$ cat src/rtl/flash_lane_pkg.sv
package flash_lane_pkg;

    typedef enum logic [0:0] {
        ST_READY = 1'b0,
        ST_FAULT = 1'b1
    } fmt_state_e;

    // Decoded bank geometry, all widths in log2 form.
    typedef struct packed {
        logic       ok;        // geometry is legal
        logic [1:0] bus_log;   // bus bytes
        logic [1:0] il_log;    // chips on the bus
        logic [1:0] dev_log;   // device bytes
        logic [1:0] cm_log;    // per-chip mode bytes
        logic [1:0] cpw_log;   // chips per machine word
        logic [1:0] wpb_log;   // machine words per bus
        logic [2:0] scale_log; // address scale
        logic       widen;     // device*interleave wider than bus
    } geom_t;

    localparam int CPW_STEPS = 3;

    function automatic logic [31:0] chip_mask(input logic [1:0] cm_log);
        logic [31:0] m;
        unique case (cm_log)
            2'd0:    m = 32'h0000_00FF;
            2'd1:    m = 32'h0000_FFFF;
            default: m = 32'hFFFF_FFFF;
        endcase
        return m;
    endfunction

    function automatic logic [31:0] chip_swap(input logic [31:0] v, input logic [1:0] cm_log);
        logic [31:0] r;
        unique case (cm_log)
            2'd0:    r = {24'h0, v[7:0]};
            2'd1:    r = {16'h0, v[7:0], v[15:8]};
            default: r = {v[7:0], v[15:8], v[23:16], v[31:24]};
        endcase
        return r;
    endfunction

endpackage

$ cat src/rtl/geom_decode.sv
module geom_decode
    import flash_lane_pkg::*;
#(
    parameter int BUS_MAX_LOG = 3,
    parameter int WORD_LOG    = 2
) (
    input  logic [1:0] bus_sel,
    input  logic [1:0] ilv_sel,
    input  logic [1:0] dev_sel,
    output geom_t      geom
);

    always_comb begin
        int b;
        int i;
        int d;
        int wl;
        int cm;
        int cpw;
        int wpb;
        logic legal;

        b   = int'(bus_sel);
        i   = int'(ilv_sel);
        d   = int'(dev_sel);
        wl  = (b < WORD_LOG) ? b : WORD_LOG;
        cm  = b - i;
        cpw = wl + i - b;
        wpb = b - wl;

        legal = (d != 3) && (b <= BUS_MAX_LOG) && (cm >= 0) && (cm <= 2)
                && (cpw >= 0) && (cpw <= CPW_STEPS);

        geom.ok        = legal;
        geom.bus_log   = bus_sel;
        geom.il_log    = ilv_sel;
        geom.dev_log   = dev_sel;
        geom.cm_log    = legal ? 2'(cm) : 2'd0;
        geom.cpw_log   = legal ? 2'(cpw) : 2'd0;
        geom.wpb_log   = legal ? 2'(wpb) : 2'd0;
        geom.scale_log = 3'(d + i);
        geom.widen     = (d + i) > b;
    end

endmodule

$ cat src/rtl/cmd_replicator.sv
module cmd_replicator
    import flash_lane_pkg::*;
#(
    parameter int BUS_MAX_LOG = 3,
    parameter int WORD_LOG    = 2
) (
    input  geom_t                          geom,
    input  logic                           swap_en,
    input  logic [7:0]                     cmd_byte,
    output logic [(8<<BUS_MAX_LOG)-1:0]    cmd_word
);

    localparam int WORD_BITS = 8 << WORD_LOG;
    localparam int MAX_WPB   = 1 << (BUS_MAX_LOG - WORD_LOG);

    logic [31:0]          lane_pat;
    logic [WORD_BITS-1:0] word_acc;

    // Single-chip pattern, placed per chip mode and byte order.
    always_comb begin
        lane_pat = {24'h0, cmd_byte};
        if (swap_en) begin
            unique case (geom.cm_log)
                2'd1:    lane_pat = {16'h0, cmd_byte, 8'h0};
                2'd2:    lane_pat = {cmd_byte, 24'h0};
                default: lane_pat = {24'h0, cmd_byte};
            endcase
        end
    end

    // Cascade from the widest step down: lane 0 -> every lane of a word.
    always_comb begin
        word_acc = WORD_BITS'(lane_pat);
        for (int s = CPW_STEPS - 1; s >= 0; s--) begin
            if (int'(geom.cpw_log) > s) begin
                word_acc = word_acc | (word_acc << (8 << (int'(geom.cm_log) + s)));
            end
        end
    end

    // Copy the word into each machine word that the bus spans.
    for (genvar w = 0; w < MAX_WPB; w++) begin : g_word
        assign cmd_word[w*WORD_BITS +: WORD_BITS] =
            (geom.ok && (32'(w) < (32'd1 << geom.wpb_log))) ? word_acc : '0;
    end

endmodule

$ cat src/rtl/addr_scaler.sv
module addr_scaler
    import flash_lane_pkg::*;
#(
    parameter int ADDR_W = 32
) (
    input  geom_t              geom,
    input  logic [ADDR_W-1:0]  cmd_ofs,
    output logic [ADDR_W-1:0]  bus_addr
);

    logic tweak_hit;

    assign tweak_hit = geom.widen && (cmd_ofs[7:0] == 8'hAA) && (geom.dev_log != 2'd0);

    always_comb begin
        bus_addr = cmd_ofs << geom.scale_log;
        if (tweak_hit) begin
            bus_addr = bus_addr |
                (ADDR_W'(1) << (int'(geom.dev_log) - 1 + int'(geom.il_log)));
        end
        if (!geom.ok) begin
            bus_addr = '0;
        end
    end

endmodule

$ cat src/rtl/status_merger.sv
module status_merger
    import flash_lane_pkg::*;
#(
    parameter int BUS_MAX_LOG = 3,
    parameter int WORD_LOG    = 2
) (
    input  geom_t                        geom,
    input  logic                         swap_en,
    input  logic [(8<<BUS_MAX_LOG)-1:0]  raw_rd,
    output logic [31:0]                  merged_status
);

    localparam int BUS_BYTES = 1 << BUS_MAX_LOG;
    localparam int WORD_BITS = 8 << WORD_LOG;
    localparam int MAX_WPB   = 1 << (BUS_MAX_LOG - WORD_LOG);

    logic [BUS_BYTES*8-1:0] kept;
    logic [WORD_BITS-1:0]   fold;
    logic [31:0]            chip_val;

    // Drop bytes beyond the configured bus width.
    for (genvar b = 0; b < BUS_BYTES; b++) begin : g_keep
        assign kept[b*8 +: 8] =
            (32'(b) < (32'd1 << geom.bus_log)) ? raw_rd[b*8 +: 8] : 8'h00;
    end

    // OR machine words together, then collapse chip lanes toward lane 0.
    always_comb begin
        fold = '0;
        for (int w = 0; w < MAX_WPB; w++) begin
            fold = fold | kept[w*WORD_BITS +: WORD_BITS];
        end
        for (int s = 0; s < CPW_STEPS; s++) begin
            if (int'(geom.cpw_log) > s) begin
                fold = fold | (fold >> (8 << (int'(geom.cm_log) + s)));
            end
        end
    end

    always_comb begin
        chip_val = 32'(fold) & chip_mask(geom.cm_log);
        if (swap_en) begin
            chip_val = chip_swap(chip_val, geom.cm_log);
        end
        merged_status = geom.ok ? chip_val : 32'h0;
    end

endmodule

$ cat src/rtl/flash_lane_formatter.sv
module flash_lane_formatter
    import flash_lane_pkg::*;
#(
    parameter int BUS_MAX_LOG = 3,
    parameter int WORD_LOG    = 2,
    parameter int ADDR_W      = 32,
    localparam int BUS_BITS   = 8 << BUS_MAX_LOG
) (
    input  logic                 clk,
    input  logic                 rst_n,
    input  logic                 req_valid,
    input  logic [1:0]           bus_sel,
    input  logic [1:0]           ilv_sel,
    input  logic [1:0]           dev_sel,
    input  logic                 swap_en,
    input  logic [7:0]           cmd_byte,
    input  logic [ADDR_W-1:0]    cmd_ofs,
    input  logic [BUS_BITS-1:0]  raw_rd,
    output logic                 rsp_valid,
    output logic [BUS_BITS-1:0]  cmd_word,
    output logic [ADDR_W-1:0]    bus_addr,
    output logic [31:0]          merged_status,
    output logic                 geom_fault
);

    geom_t                geom;
    logic [BUS_BITS-1:0]  word_nx;
    logic [ADDR_W-1:0]    addr_nx;
    logic [31:0]          stat_nx;
    fmt_state_e           state_q;
    fmt_state_e           state_d;

    geom_decode #(.BUS_MAX_LOG(BUS_MAX_LOG), .WORD_LOG(WORD_LOG)) u_geom (
        .bus_sel (bus_sel),
        .ilv_sel (ilv_sel),
        .dev_sel (dev_sel),
        .geom    (geom)
    );

    cmd_replicator #(.BUS_MAX_LOG(BUS_MAX_LOG), .WORD_LOG(WORD_LOG)) u_cmd (
        .geom     (geom),
        .swap_en  (swap_en),
        .cmd_byte (cmd_byte),
        .cmd_word (word_nx)
    );

    addr_scaler #(.ADDR_W(ADDR_W)) u_addr (
        .geom     (geom),
        .cmd_ofs  (cmd_ofs),
        .bus_addr (addr_nx)
    );

    status_merger #(.BUS_MAX_LOG(BUS_MAX_LOG), .WORD_LOG(WORD_LOG)) u_stat (
        .geom          (geom),
        .swap_en       (swap_en),
        .raw_rd        (raw_rd),
        .merged_status (stat_nx)
    );

    // Next-state logic: TRIP, STAY, HOLD.
    always_comb begin
        state_d = state_q;
        unique case (state_q)
            ST_READY: if (req_valid && !geom.ok) state_d = ST_FAULT;
            ST_FAULT: state_d = ST_FAULT;
            default:  state_d = ST_FAULT;
        endcase
    end

    // State register.
    always_ff @(posedge clk or negedge rst_n) begin
        if (!rst_n) state_q <= ST_READY;
        else        state_q <= state_d;
    end

    assign geom_fault = (state_q == ST_FAULT);

    // Output registers.
    always_ff @(posedge clk or negedge rst_n) begin
        if (!rst_n) begin
            rsp_valid     <= 1'b0;
            cmd_word      <= '0;
            bus_addr      <= '0;
            merged_status <= '0;
        end else begin
            rsp_valid <= req_valid;
            if (req_valid) begin
                cmd_word      <= word_nx;
                bus_addr      <= addr_nx;
                merged_status <= stat_nx;
            end
        end
    end

    // response strobe tracks the request one cycle later
    a_r2_rsp_follows: assert property (@(posedge clk) disable iff (!rst_n)
        req_valid |=> rsp_valid);
    a_r2_rsp_quiet: assert property (@(posedge clk) disable iff (!rst_n)
        !req_valid |=> !rsp_valid);
    a_r2_data_hold: assert property (@(posedge clk) disable iff (!rst_n)
        !req_valid |=> ($stable(cmd_word) && $stable(bus_addr) && $stable(merged_status)));
    // illegal geometry zeroes the data and raises the flag
    a_r4_bad_zero: assert property (@(posedge clk) disable iff (!rst_n)
        (req_valid && !geom.ok) |=> (cmd_word == '0 && bus_addr == '0
                                     && merged_status == 32'h0 && geom_fault));
    // flag is sticky
    a_r5_fault_sticky: assert property (@(posedge clk) disable iff (!rst_n)
        geom_fault |=> geom_fault);
    // address has no bits below the scale when the tweak cannot apply
    a_r6_addr_align: assert property (@(posedge clk) disable iff (!rst_n)
        (req_valid && geom.ok && cmd_ofs[7:0] != 8'hAA) |=>
        (((bus_addr >> $past(geom.scale_log)) << $past(geom.scale_log)) == bus_addr));
    // lane 0 low byte carries the command without swap
    a_r8_lane0: assert property (@(posedge clk) disable iff (!rst_n)
        (req_valid && geom.ok && !swap_en) |=> (cmd_word[7:0] == $past(cmd_byte)));

endmodule

$ cat config.mk
export PLATFORM = sky130hd
export DESIGN_NAME = flash_lane_formatter
export DESIGN_NICKNAME = d
export VERILOG_FILES = /design/src/rtl/flash_lane_pkg.sv /design/src/rtl/geom_decode.sv /design/src/rtl/cmd_replicator.sv /design/src/rtl/addr_scaler.sv /design/src/rtl/status_merger.sv /design/src/rtl/flash_lane_formatter.sv
export SDC_FILE = /design/constraint.sdc
export NUM_CORES = 1
export LEC_CHECK = 0
export ABC_AREA = 0
export BUFFER_PORTS_ARGS = -buffer_cell sky130_fd_sc_hd__buf_4
export CAP_MARGIN = 20
export CORE_MARGIN = 4
export CORE_UTILIZATION = 49
export DETAILED_ROUTE_END_ITERATION = 8
export GPL_ROUTABILITY_DRIVEN = 0
export PLACE_DENSITY = 0.85
export SETUP_SLACK_MARGIN = 0.05
export SKIP_CTS_REPAIR_TIMING = 1
export SLEW_MARGIN = 20
export SYNTH_ARGS = -nofsm -noshare
export SYNTH_HDL_FRONTEND = slang
export SYNTH_HIERARCHICAL = 1
export SYNTH_SLANG_ARGS = --single-unit
export TNS_END_PERCENT = 5
$ cat constraint.sdc
create_clock -name clk -period 0.83 [get_ports clk]
set_clock_uncertainty 0.15 [all_clocks]
set_input_delay 0.166 -clock clk [delete_from_list [all_inputs] [get_ports clk]]
set_output_delay 0.166 -clock clk [all_outputs]
set_load 0.01 [all_outputs]
Word level (Yosys, flattened, before mapping) --
Cells that the tools add are included.
Storage, ports and cells: register bits 130, output and inout port bits 130, logic and storage cells 102
Operators by class: $add $sub $neg 9, $lt $le $gt $ge 19, equal/unequal tests 4, shift operators 13, mux-type cells 30, bitwise operators 10, reductions and logical operators 12
Operators by type and width (count):
- $mux 32 | 13
- $or 32x32->32 | 8
- $pmux 32 s2 | 3
- $lt 1x32->1 const A | 4
- $lt 3x32->1 const A | 4
- $shl 32x32->32 | 3
- $shr 32x32->32 | 3
- $add 32x3->32 | 2
- $ge 32x1->1 const B | 2
- $le 32x3->1 const B | 2
- $lt 2x32->1 const A | 2
- $mux 8 | 8
- $shl 1x2->32 const A | 2
- $shl 4x32->32 const A | 2
- $and 32x32->32 | 1
- $shl 1x32->32 const A | 1
- $shl 32x3->32 | 1
- $shl 4x2->32 const A | 1
- $sub 32x3->32 | 1
- $logic_and 1x1->1 | 9
- $eq 8x8->1 const B | 1
- $mux 2 | 4
- $gt 2x1->1 const B | 2
- $add 2x1->3 const B | 1
- other kinds (17) | 17

Longest topological paths before layout --
Gate-level depths: netlist (run 1).
word-level depth 22, gate-level depth with buffers 16

Hierarchy --
The synthesis (run 1) kept the hierarchy.
By module, submodules not included:
- flash_lane_formatter | times used 1, cells an instance 274, area an instance 4857.2 sq um, seq. area each 3253.1 sq um
- status_merger | times used 1, cells an instance 265, area an instance 1706.6 sq um, seq. area each 0.0 sq um
- addr_scaler | times used 1, cells an instance 170, area an instance 1526.5 sq um, seq. area each 0.0 sq um
- cmd_replicator | times used 1, cells an instance 168, area an instance 1118.6 sq um, seq. area each 0.0 sq um
- geom_decode | times used 1, cells an instance 48, area an instance 366.6 sq um, seq. area each 0.0 sq um

Least setup slack after synthesis (run 1) --
No wires, ideal clock.
path type input to register, start point in bus_sel[1], end point reg cmd_word[24], setup time 125 ps, data arrival time 3870 ps, data required time 555 ps, slack -3315 ps, cell stages on the path 16, cells stage by stage inv_1 ha_1 xor2_1 fa_1 or3b_1 o21a_2 nor3_1 inv_1 ha_1 and2_1 buf_2 a21oi_1 o211ai_1 buf_4 a21oi_2 mux2_2
RTL lines:
- start: declaration | RTL line flash_lane_formatter.sv:12 | input logic [1:0] bus_sel,
- end signal: assignment | RTL line flash_lane_formatter.sv:88 | cmd_word <= word_nx;
- end: declaration | RTL line flash_lane_formatter.sv:20 | output logic [BUS_BITS-1:0] cmd_word,

==> results.json, run 1 <==
{
  "outcome": "finished, violations left",
  "violations": "hold timing, setup timing",
  "cts-htree-levels": 4,
  "synth.top_cell.area_share": 0.340,
  "fin_crit_ps": 3490,
  "power.switching_w": 0.00645,
  "arrival_ps": 3700,
  "routed_wl_um": 34100,
  "fill_cells": 1184,
  "comb_power_share": 0.318,
  "fmax_mhz": 287,
  "gr-total-overflow": 0,
  "ys_ff_latch": 130,
  "yosysSeqAreaShare": 0.340,
  "via_count": 9639,
  "die_width_um": 148,
  "cts_num_sinks": 130,
  "hold_ws_ps": -562,
  "power.density_mw_per_mm2": 1430,
  "async_flop_share": 1.00,
  "hold_path_class": "in -> async",
  "fin_nets": 1433,
  "placementRows": 50,
  "path_class": "in -> reg",
  "numCtsBuffers": 17,
  "power.leakage_nw": 6.83,
  "worstSetupEndpointType": "register",
  "post_drt_wl_per_cell_um": 21.7,
  "power_frac_seq": 0.330,
  "ys.flop_type": "dfrtp_1",
  "max-slew-margin-rel": 0.534,
  "core_area_mm2": 0.0190,
  "portBuffers": 243,
  "period_share": 4.20,
  "clock-root-buffer": "clkbuf_16",
  "dpl.hpwl_um": 23400,
  "dp_slack_ps": -2950,
  "required_ps": 1040,
  "grt_max_degree": 49,
  "antenna_found_initial": 0,
  "ant_nets": 0,
  "n_antenna_cell": 0,
  "die_area_mm2": 0.0218,
  "avgSynthCellArea_um2": 10.4,
  "io_pins": 244,
  "post-route-util": 0.754,
  "tightestPinTransition_ps": 695,
  "grt_use_total": 0.282,
  "yosysWarnings": 6,
  "internal_power_w": 0.0140,
  "grt_first_pass_wirelength_um": 49600,
  "drc": 0,
  "synth_edf_count": 0,
  "vdd_drop_max_uv": 1570,
  "synth_area_leader_cell": "dfrtp_1",
  "setup_ws_ps": -2660,
  "syn-num-nets": 1059,
  "clk_latency_ps": 410,
  "via_per_inst": 6.13,
  "setup_violations": 259,
  "maxCapViolCount": 0,
  "die_h_um": 148,
  "hold_violations": 130,
  "clockBufferDepth": 2,
  "cts.clk_slew.worst_paths_ps": 70,
  "critPathLaunchType": "input pin",
  "clkPwrFrac": 0.352,
  "rsz0062_at_grt": "yes",
  "firstDrtPassIters": 5,
  "switching_share": 0.315,
  "slew_violations": 0,
  "area_growth_pct": 49.2,
  "syn_inst": 925,
  "synth_cell_types": 81,
  "drt_iter0_drc": 954,
  "start_util": 0.505,
  "ys_top_cells_by_area": "dfrtp_1 (34%), mux2_2 (16%), mux4_2 (5.4%), nand2_1 (3.4%), buf_6 (2.6%)",
  "crit_fanout": 4,
  "grt_pass1_vias": 9579,
  "layout-drive-gt1-share": 0.550,
  "synth_area_mm2": 0.00958,
  "cts_tree": "done"
}
synthesized netlist by cell type, types with 6 or more instances:
master and n:
a211oi_1 13, a21boi_1 19, a21o_1 21, a21oi_1 36, a21oi_2 13, a221oi_2 7
a31oi_1 11, and2_1 33, and3_1 14, buf_2 14, buf_4 16, buf_6 22
clkbuf_1 19, dfrtp_1 130, ha_1 16, inv_1 23, mux2_2 133, mux2_4 9
mux2i_1 13, mux4_2 23, nand2_1 87, nand2b_1 12, nand3_1 17, nor2_1 32
nor3_1 16, nor4_1 6, o21a_1 16, o21ai_0 21, o21ai_1 16, o22ai_1 12
layout make-up:
type / count / area [um^2] / share of cell area
multi-input cells: 696 / 6110 / 0.428
repair buffers: 428 / 3930 / 0.275
flip-flops and latches: 130 / 3250 / 0.228
clock buffers: 17 / 425 / 0.0298
well taps: 260 / 325 / 0.0228
clock inverters: 15 / 133 / 0.00928
inverters: 26 / 110 / 0.00771
cell usage in the layout (no fill, tap or decap), types with 12 or more instances in the layout:
master	count
clkbuf_16	19
o21ai_0	19
a21boi_1	19
nor2_1	29
mux2_4	23
a21oi_2	14
nor3_1	12
dfrtp_1	130
o21ai_1	16
inv_1	18
buf_6	141
and2_1	30
mux2_2	119
nand3_1	17
a21o_1	21
mux4_2	23
a21oi_1	33
o21a_1	16
buf_4	272
and3_1	12
nand2_1	85
worst max-delay path, stage by stage:
cell,delay [ps]
buf_4,130
ha_4,280
xor2_4,170
fa_2,220
or3b_4,380
o21a_4,230
nor3b_4,240
inv_2,120
ha_4,190
or4b_4,540
nor2_1,330
o21ai_0,250
a21boi_0,260
mux2_2,190
cell families (layout without fill, tap and decap cells):
family | count (synthesis) | in the layout | share of synthesized area
AO/OA/AOI/OAI | 238 | 238 | 0.183
XOR/XNOR | 2 | 2 | 0.00183
adder cells (fa/ha/maj) | 20 | 20 | 0.0293
buffers and inverters | 99 | 486 | 0.0642
flip-flops | 130 | 130 | 0.340
multiplexers | 181 | 181 | 0.242
other | 1 | 1 | 0.000392
AND/OR/NAND/NOR | 254 | 254 | 0.139
power by group through the flow:
stage | sequential [W] | combinational (W) | clock (W)
final | 0.00676 | 0.00650 | 0.00721
after global routing | 0.00677 | 0.00692 | 0.00759
after CTS | 0.00671 | 0.00587 | 0.00728
after detailed placement | 0.00681 | 0.00581 | 0
after global placement | 0.00680 | 0.00565 | 0
after floorplan | 0.00689 | 0.00322 | 0
registers in the layout (all words and copies together), names as in the netlist:
register	flops
bus_addr	32
cmd_word	64
geom_fault	1
merged_status	32
rsp_valid	1
per-stage QoR:
| stage | instance area [um^2] | total power [W] | setup TNS (ps) | cells |
|---|---|---|---|---|
| after floorplan | 9700 | 0.0101 | -299090 | 925 |
| after global placement | 12800 | 0.0125 | -329970 | 1532 |
| after detailed placement | 12800 | 0.0126 | -341410 | 1532 |
| after CTS | 13300 | 0.0199 | -345590 | 1564 |
| after global routing | 14300 | 0.0213 | -351790 | 1572 |
| final | 14300 | 0.0205 | -337930 | 1572 |
routing by layer:
layer  vias up  track usage  wire (um)
met3       150       0.0723       3050
met2       583        0.487      17200
met4         0        0.123       1530
met5         -            0          0
li1       4169            -          -
met1      4737        0.332      12300
final timing paths:
path	slack, ps	endpoint	cells past startpoint	startpoint
worst max-delay path	-2660	cmd_word[22]$_DFFE_PN0P_	14	ilv_sel[1]
worst min register to register	350	geom_fault$_DFF_PN0_	1	geom_fault$_DFF_PN0_
worst min-delay path	-560	cmd_word[7]$_DFFE_PN0P_	1	rst_n
max in group asynchronous	620	merged_status[21]$_DFFE_PN0P_	2	rst_n
worst max register to register	-190	merged_status[8]$_DFFE_PN0P_	1	merged_status[8]$_DFFE_PN0P_
min in group clk	30	merged_status[14]$_DFFE_PN0P_	2	req_valid
Note: power is estimated with default switching activity, not from simulation.
==> run 2: changes to the inputs <==
HOLD_SLACK_MARGIN = 0.06   (was not set)
SKIP_LAST_GASP = 1   (was not set)
==> run 2 against run 1 <==
  * The run still ends with hold timing, setup timing left
  * Global-route usage is the same
  * Highest routed layer unchanged
  * Final cell count is essentially flat
  * Maximum frequency grew 2.2%
==> results.json, run 2 (same netlist as run 1, synthesis figures left out) <==
{
  "grt_max_degree": 49,
  "cts_num_sinks": 130,
  "vdd_drop_max_uv": 1460,
  "core_area_mm2": 0.0190,
  "r2r_slack_ps": -180,
  "cts.clk_slew.worst_paths_ps": 60,
  "r2r-start": "merged_status[8]$_DFFE_PN0P_",
  "hold_violations": 131,
  "via_per_inst": 6.02,
  "dp_cells": 1532,
  "die_area_mm2": 0.0218,
  "die_width_um": 148,
  "dpl.hpwl_um": 23400,
  "portBuffers": 243,
  "mostFrequentLayoutCell": "buf_4",
  "clockBufferDepth": 2,
  "via_count": 9452,
  "die_h_um": 148,
  "clock-root-buffer": "clkbuf_16",
  "area_growth_pct": 41.8,
  "drt_iter0_drc": 814,
  "setup_ws_ps": -2580,
  "max-slew-margin-rel": 0.390,
  "fin_nets": 1432,
  "violations": "hold timing, setup timing",
  "hold_path_class": "in -> async",
  "final_cell_mix": "buf_4 (412), dfrtp_1 (130), mux2_2 (126)",
  "largest-register": "cmd_word",
  "period_share": 4.11,
  "start_util": 0.505,
  "tightestPinTransition_ps": 906,
  "n_antenna_cell": 0,
  "placementRows": 50,
  "worstSetupEndpointType": "register",
  "power.density_mw_per_mm2": 1480,
  "gr-total-overflow": 0,
  "firstDrtPassIters": 5,
  "regToRegEndpoint": "merged_status[8]$_DFFE_PN0P_",
  "rsz0062_at_grt": "yes",
  "largest_register_ffs": 64,
  "crit_fanout": 7,
  "slew_violations": 0,
  "antenna_found_initial": 0,
  "grt_first_pass_wirelength_um": 49600,
  "required_ps": 980,
  "io_pins": 244,
  "ant_nets": 0,
  "clk_latency_ps": 410,
  "cts-htree-levels": 4,
  "grt_pass1_vias": 9579,
  "grt_use_total": 0.282,
  "outcome": "finished, violations left",
  "fill_cells": 1330,
  "layout-drive-gt1-share": 0.534,
  "post_drt_wl_per_cell_um": 20.5,
  "power.leakage_nw": 6.68,
  "dpl_cell_area_mm2": 0.0128,
  "path_class": "in -> reg",
  "hold_ws_ps": -558,
  "arrival_ps": 3570,
  "routed_wl_um": 32200,
  "drc": 0,
  "cts_tree": "done",
  "critPathLaunchType": "input pin",
  "worstRegToRegCells": 1,
  "maxCapViolCount": 0,
  "reg_top3": "cmd_word x64, bus_addr x32, merged_status x32",
  "fin_crit_ps": 3410,
  "setup_violations": 259,
  "numCtsBuffers": 17,
  "finalInstanceArea_mm2": 0.0136,
  "instances_no_fill": 1571,
  "fmax_mhz": 293
}
[run 2: cell types whose count changed in the layout (fill, tap and decap cells not counted), sizes merged]
cell and change:
dlygate4sd3 -1
[run 2: layer usage]
layer	vias up	share of wire	global-route usage	wire length, um
li1	4165	-	-	-
met3	127	0.088	0.0723	2840
met5	-	0	0	0
met4	0	0.043	0.123	1380
met2	559	0.50	0.487	16100
met1	4601	0.37	0.332	11900
[run 2: cell type report]
class                      count  area [um^2]  area share
clock buffer                  17          425      0.0313
inverter                      26          110     0.00811
multi-input combinational    696         5950       0.439
sequential                   130         3250       0.240
clock inverter                15          133     0.00977
timing repair buffer         427         3380       0.249
tap                          260          325      0.0240
[run 2: through the flow]
stage                     setup TNS, ps  setup WS [ps]  power (W)  utilization  hold WS [ps]
after floorplan                 -299090          -2780     0.0101            -          -280
after global routing            -359150          -2600     0.0209        0.716          -572
after global placement          -329970          -2810     0.0125        0.674          -116
after detailed placement        -341410          -2950     0.0126        0.674          -120
final                           -344390          -2580     0.0200        0.716          -558
after CTS                       -345590          -2540     0.0199        0.704          -571
[run 2: worst max-delay path by stage]
stage	startpoint	endpoint	slack, ps	depth (start not counted)
2_1_floorplan	bus_sel[1]	cmd_word[30]$_DFFE_PN0P_	-2780	16
3_3_place_gp	bus_sel[1]	cmd_word[25]$_DFFE_PN0P_	-2810	16
3_5_place_dp	bus_sel[1]	cmd_word[22]$_DFFE_PN0P_	-2950	15
4_1_cts	bus_sel[1]	cmd_word[56]$_DFFE_PN0P_	-2540	17
5_1_grt	bus_sel[1]	cmd_word[24]$_DFFE_PN0P_	-2600	16
6_report	ilv_sel[1]	cmd_word[18]$_DFFE_PN0P_	-2580	14
[run 2: worst max-delay path: stages]
cell and delay, ps:
buf_4 130, ha_4 280, xor2_4 170, fa_2 220, or3b_4 380, o21a_4 230, nor3b_4 240, inv_2 120
ha_4 300, and2_4 200, o31ai_1 120, a211oi_1 500, and3b_1 250, mux2_2 260
[run 2: report_power, final]
| part | switching, W | internal, W |
|---|---|---|
| Sequential | 0.000146 | 0.00656 |
| Clock | 0.00304 | 0.00414 |
| Combinational | 0.00307 | 0.00306 |
==> run 3: changes to the inputs <==
HOLD_SLACK_MARGIN = not set   (was 0.06)
PLACE_DENSITY = 0.78   (was 0.85)
==> run 3 against run 2 <==
  * The run still ends with hold timing, setup timing left
  * Largest power group unchanged
  * First-iteration DRC count up 2.5%
  * Critical endpoint is now cmd_word[31]$_DFFE_PN0P_
  * Flip-flop and latch count stayed put
  * Total power grew 0.22%
  * Clock-buffer cell count up 3
==> results.json, run 3 (same netlist as run 1, synthesis figures left out) <==
{
  "via_count": 9221,
  "cts-htree-levels": 4,
  "io_pins": 244,
  "clockBufferDepth": 2,
  "r2r-start": "cmd_word[50]$_DFFE_PN0P_",
  "critPathLaunchType": "input pin",
  "fin_nets": 1424,
  "cts_tree": "done",
  "dpl.hpwl_um": 22900,
  "grt_max_degree": 49,
  "drc": 0,
  "top_usage_layer": "met2",
  "slowest_delay_ps": 370,
  "max-slew-margin-rel": 0.646,
  "hold_path_class": "in -> async",
  "post_drt_wl_per_cell_um": 19.5,
  "dpl_cell_area_mm2": 0.0127,
  "antenna_found_initial": 0,
  "use_met1": 0.332,
  "crit_chain": "buf_12, inv_12, ha_4, xor2_4, fa_2, or3b_4, o21a_4, nor3b_4, inv_2, ha_4, and2_4, buf_4, a21oi_2, o211ai_1, buf_4, clkbuf_16, a21oi_1, mux2_2",
  "crit_buf_inv": 6,
  "violations": "hold timing, setup timing",
  "dp_slack_ps": -3010,
  "routed_wl_um": 30400,
  "hold_ws_ps": -565,
  "cp-startpoint": "bus_sel[1]",
  "met3_usage": 0.0555,
  "n_antenna_cell": 0,
  "internal_power_w": 0.0140,
  "power_frac_seq": 0.334,
  "clk_latency_ps": 410,
  "fin_crit_ps": 3340,
  "die_width_um": 148,
  "largest_register_ffs": 64,
  "final_cell_mix": "buf_4 (396), dfrtp_1 (130), mux2_2 (125)",
  "rsz0062_at_grt": "yes",
  "placementRows": 50,
  "via_per_inst": 5.91,
  "required_ps": 980,
  "power.leakage_nw": 6.66,
  "power.density_mw_per_mm2": 1480,
  "setup_ws_ps": -2510,
  "area_growth_pct": 41.9,
  "numCtsBuffers": 17,
  "outcome": "finished, violations left",
  "start_util": 0.505,
  "crit_fanout": 8,
  "cp-endpoint": "cmd_word[31]$_DFFE_PN0P_",
  "slew_violations": 0,
  "setup_violations": 259,
  "gr-total-overflow": 0,
  "worstRegToRegCells": 1,
  "clock-root-buffer": "clkbuf_16",
  "clkPwrFrac": 0.364,
  "worstSetupEndpointType": "register",
  "cts_num_sinks": 130,
  "switching_share": 0.303,
  "core_area_mm2": 0.0190,
  "cts.clk_slew.worst_paths_ps": 60,
  "firstDrtPassIters": 6,
  "hold_violations": 130,
  "largest-register": "cmd_word",
  "r2r_slack_ps": -130,
  "regToRegEndpoint": "cmd_word[50]$_DFFE_PN0P_",
  "drt_iter0_drc": 834,
  "crit_family": "simple AND/OR/NAND/NOR gates",
  "power.switching_w": 0.00608,
  "vdd_drop_max_uv": 1430,
  "maxCapViolCount": 0,
  "cp.depth": 18,
  "ant_nets": 0,
  "portBuffers": 243,
  "layout-drive-gt1-share": 0.529,
  "period_share": 4.02,
  "path_class": "in -> reg",
  "arrival_ps": 3490,
  "grt_first_pass_wirelength_um": 47100,
  "cp_slowest_cell": "or3b_4",
  "die_h_um": 148,
  "finalInstanceArea_mm2": 0.0136,
  "tightestPinTransition_ps": 528,
  "fmax_mhz": 300,
  "mostFrequentLayoutCell": "buf_4",
  "reg_top3": "cmd_word x64, bus_addr x32, merged_status x32",
  "die_area_mm2": 0.0218,
  "grt_use_total": 0.267,
  "grt_pass1_vias": 9185,
  "met2_usage": 0.456,
  "comb_power_share": 0.303
}
-- run 3: cell count changes in the layout (fill, tap and decap cells not counted), moves of 3 or more --
| cell | delta |
|---|---|
| buf_12 | +4 |
| buf_4 | -16 |
| buf_6 | +4 |
| clkbuf_8 | +3 |
| clkinv_2 | -4 |
| nor3b_2 | +3 |
-- run 3: metal layers --
| metal | up-vias | part of all wire |
|---|---|---|
| met3 | 86 | 0.087 |
| met2 | 514 | 0.51 |
| met1 | 4467 | 0.38 |
| met5 | - | 0 |
| li1 | 4154 | - |
| met4 | 0 | 0.027 |
-- run 3: power groups by stage --
stage | clock network [W] | registers, W | logic, W
4_1_cts | 0.00740 | 0.00670 | 0.00583
6_report | 0.00730 | 0.00670 | 0.00608
5_1_grt | 0.00772 | 0.00672 | 0.00651
2_1_floorplan | 0 | 0.00689 | 0.00322
3_5_place_dp | 0 | 0.00681 | 0.00580
3_3_place_gp | 0 | 0.00680 | 0.00567
-- run 3: area by class of cell --
type / count / area (um^2)
Sequential cell: 130 / 3250
Fill cell: 1358 / 5370
Inverter: 26 / 110
Tap cell: 260 / 325
Clock inverter: 10 / 103
Multi-Input combinational cell: 696 / 5940
Timing Repair Buffer: 419 / 3380
Clock buffer: 20 / 467
-- run 3: metrics by stage --
stage,power [W],instances,utilization,hold slack (ps),setup TNS [ps]
after floorplan,0.0101,925,-,-280,-299090
after global placement,0.0125,1520,0.672,-134,-330100
after detailed placement,0.0126,1520,0.672,-130,-340460
after CTS,0.0199,1550,0.702,-581,-343890
after global routing,0.0210,1561,0.717,-580,-352160
final,0.0201,1561,0.717,-565,-334790
-- run 3: worst min path at each step --
| stage | startpoint | endpoint | slack (ps) | cells after the start |
|---|---|---|---|---|
| 5_1_grt | rst_n | cmd_word[6]$_DFFE_PN0P_ | -580 | 1 |
| 4_1_cts | rst_n | cmd_word[41]$_DFFE_PN0P_ | -580 | 1 |
| 2_1_floorplan | rst_n | bus_addr[0]$_DFFE_PN0P_ | -280 | 0 |
| 6_report | rst_n | cmd_word[41]$_DFFE_PN0P_ | -570 | 1 |
| 3_5_place_dp | rst_n | cmd_word[41]$_DFFE_PN0P_ | -130 | 1 |
| 3_3_place_gp | rst_n | cmd_word[41]$_DFFE_PN0P_ | -130 | 1 |
